--- config.mk ---
export PLATFORM = sky130hd
export DESIGN_NAME = nvpic_top
export DESIGN_NICKNAME = d
export VERILOG_FILES = /design/src/rtl/nvpic_pkg.sv /design/src/rtl/nvpic_regs.sv /design/src/rtl/nvpic_arb.sv /design/src/rtl/nvpic_stack.sv /design/src/rtl/nvpic_top.sv
export SDC_FILE = /design/constraint.sdc
export NUM_CORES = 2
export LEC_CHECK = 0
export CAP_MARGIN = 15
export CORE_AREA = 2 2 383 385
export DETAILED_ROUTE_END_ITERATION = 8
export DIE_AREA = 0 0 385 387
export DONT_BUFFER_PORTS = 1
export MAX_ROUTING_LAYER = met4
export PLACE_DENSITY = 0.66
export SYNTH_ARGS = -nofsm -noshare
export SYNTH_HDL_FRONTEND = slang
export SYNTH_SLANG_ARGS = --single-unit
--- constraint.sdc ---
create_clock -name clk -period 55.9 [get_ports clk]
set_input_delay 5.59 -clock clk [delete_from_list [all_inputs] [get_ports clk]]
set_output_delay 5.59 -clock clk [all_outputs]
set_load 0.01 [all_outputs]
--- src/rtl/nvpic_pkg.sv ---
// Package: address map and access decode shared by the controller modules.
// Assumes byte addressing with word-aligned registers and at most 32 sources.
package nvpic_pkg;

    typedef enum logic [2:0] {
        ACC_NONE,
        ACC_VEC,
        ACC_PRIO,
        ACC_ACK,
        ACC_EOI,
        ACC_SPUR,
        ACC_ENA,
        ACC_CUR
    } acc_e;

    localparam logic [15:0] OFS_PRIO = 16'h0080;
    localparam logic [15:0] OFS_ACK  = 16'h0100;
    localparam logic [15:0] OFS_EOI  = 16'h0104;
    localparam logic [15:0] OFS_SPUR = 16'h0108;
    localparam logic [15:0] OFS_ENA  = 16'h010C;
    localparam logic [15:0] OFS_CUR  = 16'h0110;

    // Map a byte address onto the register it selects.
    function automatic acc_e decode_addr(input logic [15:0] a);
        logic [15:0] w;
        w = {a[15:2], 2'b00};
        if (w < OFS_PRIO)      return ACC_VEC;
        else if (w < OFS_ACK)  return ACC_PRIO;
        else if (w == OFS_ACK)  return ACC_ACK;
        else if (w == OFS_EOI)  return ACC_EOI;
        else if (w == OFS_SPUR) return ACC_SPUR;
        else if (w == OFS_ENA)  return ACC_ENA;
        else if (w == OFS_CUR)  return ACC_CUR;
        else                    return ACC_NONE;
    endfunction

endpackage

--- src/rtl/nvpic_regs.sv ---
// Configuration registers: per-source handler address and priority, the
// enable mask and the spurious vector. Assumes NSRC <= 32 and that idx is
// the word index taken from the address. Reads are combinational.
module nvpic_regs
    import nvpic_pkg::*;
#(
    parameter int NSRC = 32,
    parameter int NLVL = 8,
    parameter int DW   = 32,
    localparam int SW  = $clog2(NSRC),
    localparam int PW  = $clog2(NLVL)
) (
    input  logic                     clk,
    input  logic                     rst_n,
    input  logic                     wr,
    input  acc_e                     acc,
    input  logic [4:0]               idx,
    input  logic [DW-1:0]            wdata,
    input  logic [SW-1:0]            sel_idx,
    output logic [DW-1:0]            sel_vec,
    output logic [NSRC-1:0][PW-1:0]  prio,
    output logic [NSRC-1:0]          ena,
    output logic [DW-1:0]            spur,
    output logic [DW-1:0]            rd_cfg
);

    logic [DW-1:0] vec_q [NSRC];
    logic          idx_ok;

    assign idx_ok = (32'(idx) < NSRC);

    for (genvar g = 0; g < NSRC; g++) begin : g_src
        // Store the handler address and priority of source g.
        always_ff @(posedge clk) begin
            if (!rst_n) begin
                vec_q[g] <= '0;
                prio[g]  <= '0;
            end else if (wr && idx == 5'(g)) begin
                if (acc == ACC_VEC)  vec_q[g] <= wdata;
                if (acc == ACC_PRIO) prio[g]  <= wdata[PW-1:0];
            end
        end
    end

    // Store the enable mask and the spurious vector.
    always_ff @(posedge clk) begin
        if (!rst_n) begin
            ena  <= '0;
            spur <= '0;
        end else if (wr) begin
            if (acc == ACC_ENA)  ena  <= wdata[NSRC-1:0];
            if (acc == ACC_SPUR) spur <= wdata;
        end
    end

    assign sel_vec = vec_q[sel_idx];

    // Read back the configuration register that the address selects.
    always_comb begin
        rd_cfg = '0;
        case (acc)
            ACC_VEC:  if (idx_ok) rd_cfg = vec_q[idx[SW-1:0]];
            ACC_PRIO: if (idx_ok) rd_cfg = DW'(prio[idx[SW-1:0]]);
            ACC_ENA:  rd_cfg = DW'(ena);
            ACC_SPUR: rd_cfg = spur;
            default:  rd_cfg = '0;
        endcase
    end

endmodule

--- src/rtl/nvpic_arb.sv ---
// Priority arbiter: picks the request with the highest priority value; ties
// go to the lowest index. Purely combinational.
module nvpic_arb #(
    parameter int NSRC = 32,
    parameter int PW   = 3,
    localparam int SW  = $clog2(NSRC)
) (
    input  logic [NSRC-1:0]          req,
    input  logic [NSRC-1:0][PW-1:0]  prio,
    output logic                     win_valid,
    output logic [SW-1:0]            win_idx,
    output logic [PW-1:0]            win_prio
);

    // Scan upward, replacing the best only on a strictly higher priority.
    always_comb begin
        win_valid = 1'b0;
        win_idx   = '0;
        win_prio  = '0;
        for (int i = 0; i < NSRC; i++) begin
            if (req[i] && (!win_valid || prio[i] > win_prio)) begin
                win_valid = 1'b1;
                win_idx   = SW'(i);
                win_prio  = prio[i];
            end
        end
    end

endmodule

--- src/rtl/nvpic_stack.sv ---
// Nesting stack: holds source number and priority of each interrupt in
// service. Assumes the caller never pushes when full or pops when empty.
module nvpic_stack #(
    parameter int DEPTH = 8,
    parameter int SW    = 5,
    parameter int PW    = 3,
    localparam int DPW  = $clog2(DEPTH + 1)
) (
    input  logic            clk,
    input  logic            rst_n,
    input  logic            push,
    input  logic            pop,
    input  logic [SW-1:0]   push_num,
    input  logic [PW-1:0]   push_lvl,
    output logic [SW-1:0]   top_num,
    output logic [PW-1:0]   top_lvl,
    output logic            empty,
    output logic [DPW-1:0]  depth
);

    logic [SW-1:0] num_q [DEPTH];
    logic [PW-1:0] lvl_q [DEPTH];

    for (genvar g = 0; g < DEPTH; g++) begin : g_ent
        // Capture a pushed entry into slot g.
        always_ff @(posedge clk) begin
            if (!rst_n) begin
                num_q[g] <= '0;
                lvl_q[g] <= '0;
            end else if (push && depth == DPW'(g)) begin
                num_q[g] <= push_num;
                lvl_q[g] <= push_lvl;
            end
        end
    end

    // Track the number of occupied entries.
    always_ff @(posedge clk) begin
        if (!rst_n)     depth <= '0;
        else if (push)  depth <= depth + 1'b1;
        else if (pop)   depth <= depth - 1'b1;
    end

    assign empty = (depth == '0);

    // Present the newest entry, or zeros when empty.
    always_comb begin
        top_num = '0;
        top_lvl = '0;
        for (int i = 0; i < DEPTH; i++) begin
            if (depth == DPW'(i + 1)) begin
                top_num = num_q[i];
                top_lvl = lvl_q[i];
            end
        end
    end

endmodule

--- src/rtl/nvpic_top.sv ---
// Nesting vectored priority interrupt controller top. Holds pending flags,
// arbitrates, drives irq_n and handles acknowledge and end-of-interrupt.
// Assumes 2 <= NSRC <= 32, AW between 9 and 16, DEPTH >= NLVL.
module nvpic_top
    import nvpic_pkg::*;
#(
    parameter int NSRC  = 32,
    parameter int NLVL  = 8,
    parameter int DEPTH = 8,
    parameter int DW    = 32,
    parameter int AW    = 9,
    localparam int SW   = $clog2(NSRC),
    localparam int PW   = $clog2(NLVL),
    localparam int DPW  = $clog2(DEPTH + 1)
) (
    input  logic            clk,
    input  logic            rst_n,
    input  logic [NSRC-1:0] src_req,
    input  logic            bus_wr,
    input  logic            bus_rd,
    input  logic [AW-1:0]   bus_addr,
    input  logic [DW-1:0]   bus_wdata,
    output logic [DW-1:0]   bus_rdata,
    output logic            irq_n
);

    acc_e                    acc;
    logic [NSRC-1:0]         pending_q;
    logic [NSRC-1:0]         clr_mask;
    logic [NSRC-1:0][PW-1:0] prio;
    logic [NSRC-1:0]         ena;
    logic [DW-1:0]           spur, sel_vec, rd_cfg;
    logic                    win_valid, stk_empty, stk_full, eligible;
    logic [SW-1:0]           win_idx, top_num;
    logic [PW-1:0]           win_prio, top_lvl;
    logic [DPW-1:0]          depth;
    logic                    ack, eoi, push, pop;

    assign acc = decode_addr(16'(bus_addr));

    nvpic_regs #(.NSRC(NSRC), .NLVL(NLVL), .DW(DW)) u_regs (
        .clk(clk), .rst_n(rst_n), .wr(bus_wr), .acc(acc),
        .idx(bus_addr[6:2]), .wdata(bus_wdata), .sel_idx(win_idx),
        .sel_vec(sel_vec), .prio(prio), .ena(ena), .spur(spur),
        .rd_cfg(rd_cfg)
    );

    nvpic_arb #(.NSRC(NSRC), .PW(PW)) u_arb (
        .req(pending_q & ena), .prio(prio), .win_valid(win_valid),
        .win_idx(win_idx), .win_prio(win_prio)
    );

    nvpic_stack #(.DEPTH(DEPTH), .SW(SW), .PW(PW)) u_stack (
        .clk(clk), .rst_n(rst_n), .push(push), .pop(pop),
        .push_num(win_idx), .push_lvl(win_prio), .top_num(top_num),
        .top_lvl(top_lvl), .empty(stk_empty), .depth(depth)
    );

    assign stk_full = (depth == DPW'(DEPTH));
    assign eligible = win_valid && !stk_full && (stk_empty || win_prio > top_lvl);
    assign irq_n    = !eligible;
    assign ack      = bus_rd && (acc == ACC_ACK);
    assign eoi      = bus_wr && (acc == ACC_EOI);
    assign push     = ack && eligible;
    assign pop      = eoi && !stk_empty;
    assign clr_mask = push ? (NSRC'(1) << win_idx) : '0;

    // Set pending flags from request pulses; clear the acknowledged one.
    always_ff @(posedge clk) begin
        if (!rst_n) pending_q <= '0;
        else        pending_q <= (pending_q & ~clr_mask) | src_req;
    end

    // Select read data: vector on acknowledge, context on current-source.
    always_comb begin
        bus_rdata = rd_cfg;
        if (acc == ACC_ACK) begin
            bus_rdata = eligible ? sel_vec : spur;
        end else if (acc == ACC_CUR) begin
            bus_rdata         = '0;
            bus_rdata[8]      = !stk_empty;
            bus_rdata[SW-1:0] = top_num;
        end
    end

endmodule

==> impl_metrics.env <==
export IMPL_holdWs_ps=486
export IMPL_hold_viol=0
export IMPL_post_route_period_util=0.947
export IMPL_drt_iter0_drc=8205
export IMPL_drt_wl_total_um=276000
export IMPL_drt_pass1_iterations=6
export IMPL_synth_edf_count=1088
export IMPL_numCtsBuffers=144
export IMPL_timing_fmax_mhz=18.9
export IMPL_async_reset_ff_frac=0
export IMPL_finalNetCount=6622
export IMPL_grt_pass1_vias=54800
export IMPL_initial_utilization=0.507
export IMPL_cts_buffer_depth=3
export IMPL_synthesis_nets=6563
export IMPL_rr_startpoint="u_regs.ena[0]"
export IMPL_setup_slack_ps=2970
export IMPL_seq_area_frac_synth=0.498
export IMPL_worstMarginPinSlew_ps=1500
export IMPL_violations="max-slew violations"
export IMPL_end_kind="primary output"
export IMPL_ioPinCount=110
export IMPL_r2r_cells=255
export IMPL_final_cell_mix="1,088 x edfxtp_1, 1,058 x and2_1, 764 x nand2_1"
export IMPL_setup_tns_ps=0
export IMPL_cp_endpoint="bus_rdata[0]"
export IMPL_vias=56900
export IMPL_seq_area_mm2=0.0366
export IMPL_cp_required_ps=50310
export IMPL_p_leak_nw=30.7
export IMPL_numPortBuffers=0
export IMPL_clock_sinks=1284
export IMPL_cap_violations=0
export IMPL_rows=140
export IMPL_total_power_mw=2.24
export IMPL_avgSynthCellArea_um2=11.5
export IMPL_cts_tree="yes"
export IMPL_r2r_slack_ps=8830
export IMPL_cts_max_level=4
export IMPL_ys_ff_latch=1284
export IMPL_grt_util_all_layers=0.377
export IMPL_slowest_stage="nor3_4"
export IMPL_skew_ps=31.2
export IMPL_die_h_um=387
export IMPL_grt_max_degree=290
export IMPL_dieArea_mm2=0.149
export IMPL_arrival_ps=47340
export IMPL_dp_hpwl_um=173000
export IMPL_hp_class="reg2reg"
export IMPL_fin_crit_ps=52930
export IMPL_crit_type="reg2out"
export IMPL_gp_congestion=0.976
export IMPL_synth_area_mm2=0.0735
export IMPL_cts_hold_buf=0
export IMPL_root_buffer="clkbuf_16"
export IMPL_slew_headroom=-0.00325
export IMPL_drive_above_1_share=0.198
export IMPL_setup_viol=0
export IMPL_grt_first_pass_wirelength_um=390000
export IMPL_post_drt_wl_per_cell_um=32.4
export IMPL_slowest_delay_ps=540
export IMPL_vdd_drop_max_uv=24.8
export IMPL_ys_top_cells_by_area="edfxtp_1 44%, mux4_2 11%, and2_1 9.0%, dfxtp_1 5.3%, mux2i_1 4.6%"
export IMPL_start_kind="register"
export IMPL_mostFrequentLayoutCell="edfxtp_1"
export IMPL_netlist_instances=6405
export IMPL_cp_startpoint="u_regs.ena[0]"
export IMPL_synthFlopType="edfxtp_1"
export IMPL_core_area_mm2=0.145
export IMPL_fillCellCount=11700
export IMPL_synth_top_cell_by_area="edfxtp_1"
export IMPL_area_delta_synth_final_pct=14.1
export IMPL_dpl_worst_slack_ps=372
export IMPL_synth_top_area_frac=0.445
export IMPL_multi_input_area_mm2=0.0353
export IMPL_cp_common_cell="ha_1"
export IMPL_die_x_um=385
export IMPL_drcViolationCount=0
export IMPL_critical_path_max_fanout=18
export IMPL_clk_latency_ps=790
export IMPL_path_clk_slew_ps=70
export IMPL_slew_violations=15
export IMPL_routed_via_density=6.68
export IMPL_timing_rr_end="pending_q[4]"
export IMPL_grt_overflow=0
export IMPL_ys_types=98
export IMPL_yosysWarnings=0
export IMPL_status="complete, but fails checks"
export IMPL_power_density_mw_per_mm2=26.7
export IMPL_antenna_found_initial=11
export IMPL_postRouteAntennaNets=0
critical path, delay by kind of cell (launching register included):
family,cells,cell delay [ps]
compound gates,111,19310
fa+ha+maj,31,8940
buf+inv,25,3380
flops,1,400
mux,8,2310
simple gates,74,12200
sequential cells by signal, indices dropped and copies added, names as in the netlist:
signal and cells:
u_regs.vec_q 1024, u_regs.prio 96, u_stack.num_q 40, pending_q 32, u_regs.ena 32, u_regs.spur 32
u_stack.lvl_q 24, u_stack.depth 4
worst min-delay path by stage:
stage	startpoint	end	slack, ps	depth (start not counted)
finish	u_regs.spur[4]	u_regs.spur[4]	490	2
CTS	u_regs.spur[3]	u_regs.spur[3]	480	2
detailed placement	u_regs.spur[3]	u_regs.spur[3]	470	2
floorplan	u_regs.ena[30]	u_regs.ena[30]	460	2
global placement	u_regs.spur[27]	u_regs.spur[27]	460	2
global route	u_regs.spur[30]	u_regs.spur[30]	510	2
what timing repair did:
| item | in CTS | in global routing |
|---|---|---|
| gates resized for setup | 6 | 96 |
| pin swaps | 1 | 17 |
| buffers inserted | 1 | 23 |
| endpoints found under the setup margin | 32 | 33 |
| endpoints found under the hold margin | 0 | 0 |
power by group:
part / switching, mW / internal, mW
registers: 0.0238 / 1.08
logic: 0.0869 / 0.0776
clock network: 0.410 / 0.556
total: 0.521 / 1.71
cells by family (layout without fill, tap and decap cells):
| logic type | count (synthesis) | in the layout | synth area share |
|---|---|---|---|
| AOI/OAI and AO/OA | 1116 | 1116 | 0.106 |
| xor gates and xnor gates | 3 | 3 | 0.000358 |
| adders and majority gates | 81 | 81 | 0.0138 |
| buffers and inverters | 648 | 827 | 0.0372 |
| DFF | 1284 | 1284 | 0.498 |
| muxes | 784 | 784 | 0.168 |
| other | 0 | 12 | 0 |
| and+or+nand+nor | 2489 | 2489 | 0.177 |
routing by layer:
layer / global-route usage / vias up / part of all wire
met2: 0.544 / 4068 / 0.44
li1: - / 23800 / -
met1: 0.476 / 28000 / 0.36
met5: - / - / 0
met3: 0.0799 / 920 / 0.12
met4: 0.253 / 0 / 0.082
synth_stat cells (18+ instances only):
cell type	number
edfxtp_1	1088
and2_1	1060
nand2_1	767
clkbuf_1	413
mux4_2	350
mux2i_1	335
nand3_1	228
a21oi_1	211
dfxtp_1	196
nor2_1	184
o21ai_0	180
a21boi_0	117
ha_1	81
nor2b_1	79
o21a_1	78
inv_1	75
o211ai_1	70
mux2_2	69
buf_2	58
a22oi_1	56
buf_1	56
a221oi_1	49
a31oi_1	49
a211oi_1	48
nor3_1	32
and3_1	30
mux2_1	30
buf_4	28
o31ai_1	24
o22ai_1	22
or3_1	22
a221o_1	19
nand4_1	19
o221ai_1	19
a32o_1	18
stage by stage:
step                area [µm²]  utilization  instances
floorplan                73500            -       6405
global placement         78400        0.541       8206
detailed placement       78400        0.541       8206
CTS                      83100        0.574       8473
global route             83800        0.578       8505
finish                   83800        0.579       8513
final cells by class:
class                           instances  share of cell area
Antenna cell                           12            0.000358
Clock buffer                          185              0.0469
Inverter                               77             0.00345
Timing Repair Buffer                  484              0.0536
Multi-Input combinational cell       4473               0.421
Tap cell                             1917              0.0286
Clock inverter                         81             0.00967
Sequential cell                      1284               0.437
Note: power is estimated with default switching activity, not from simulation.
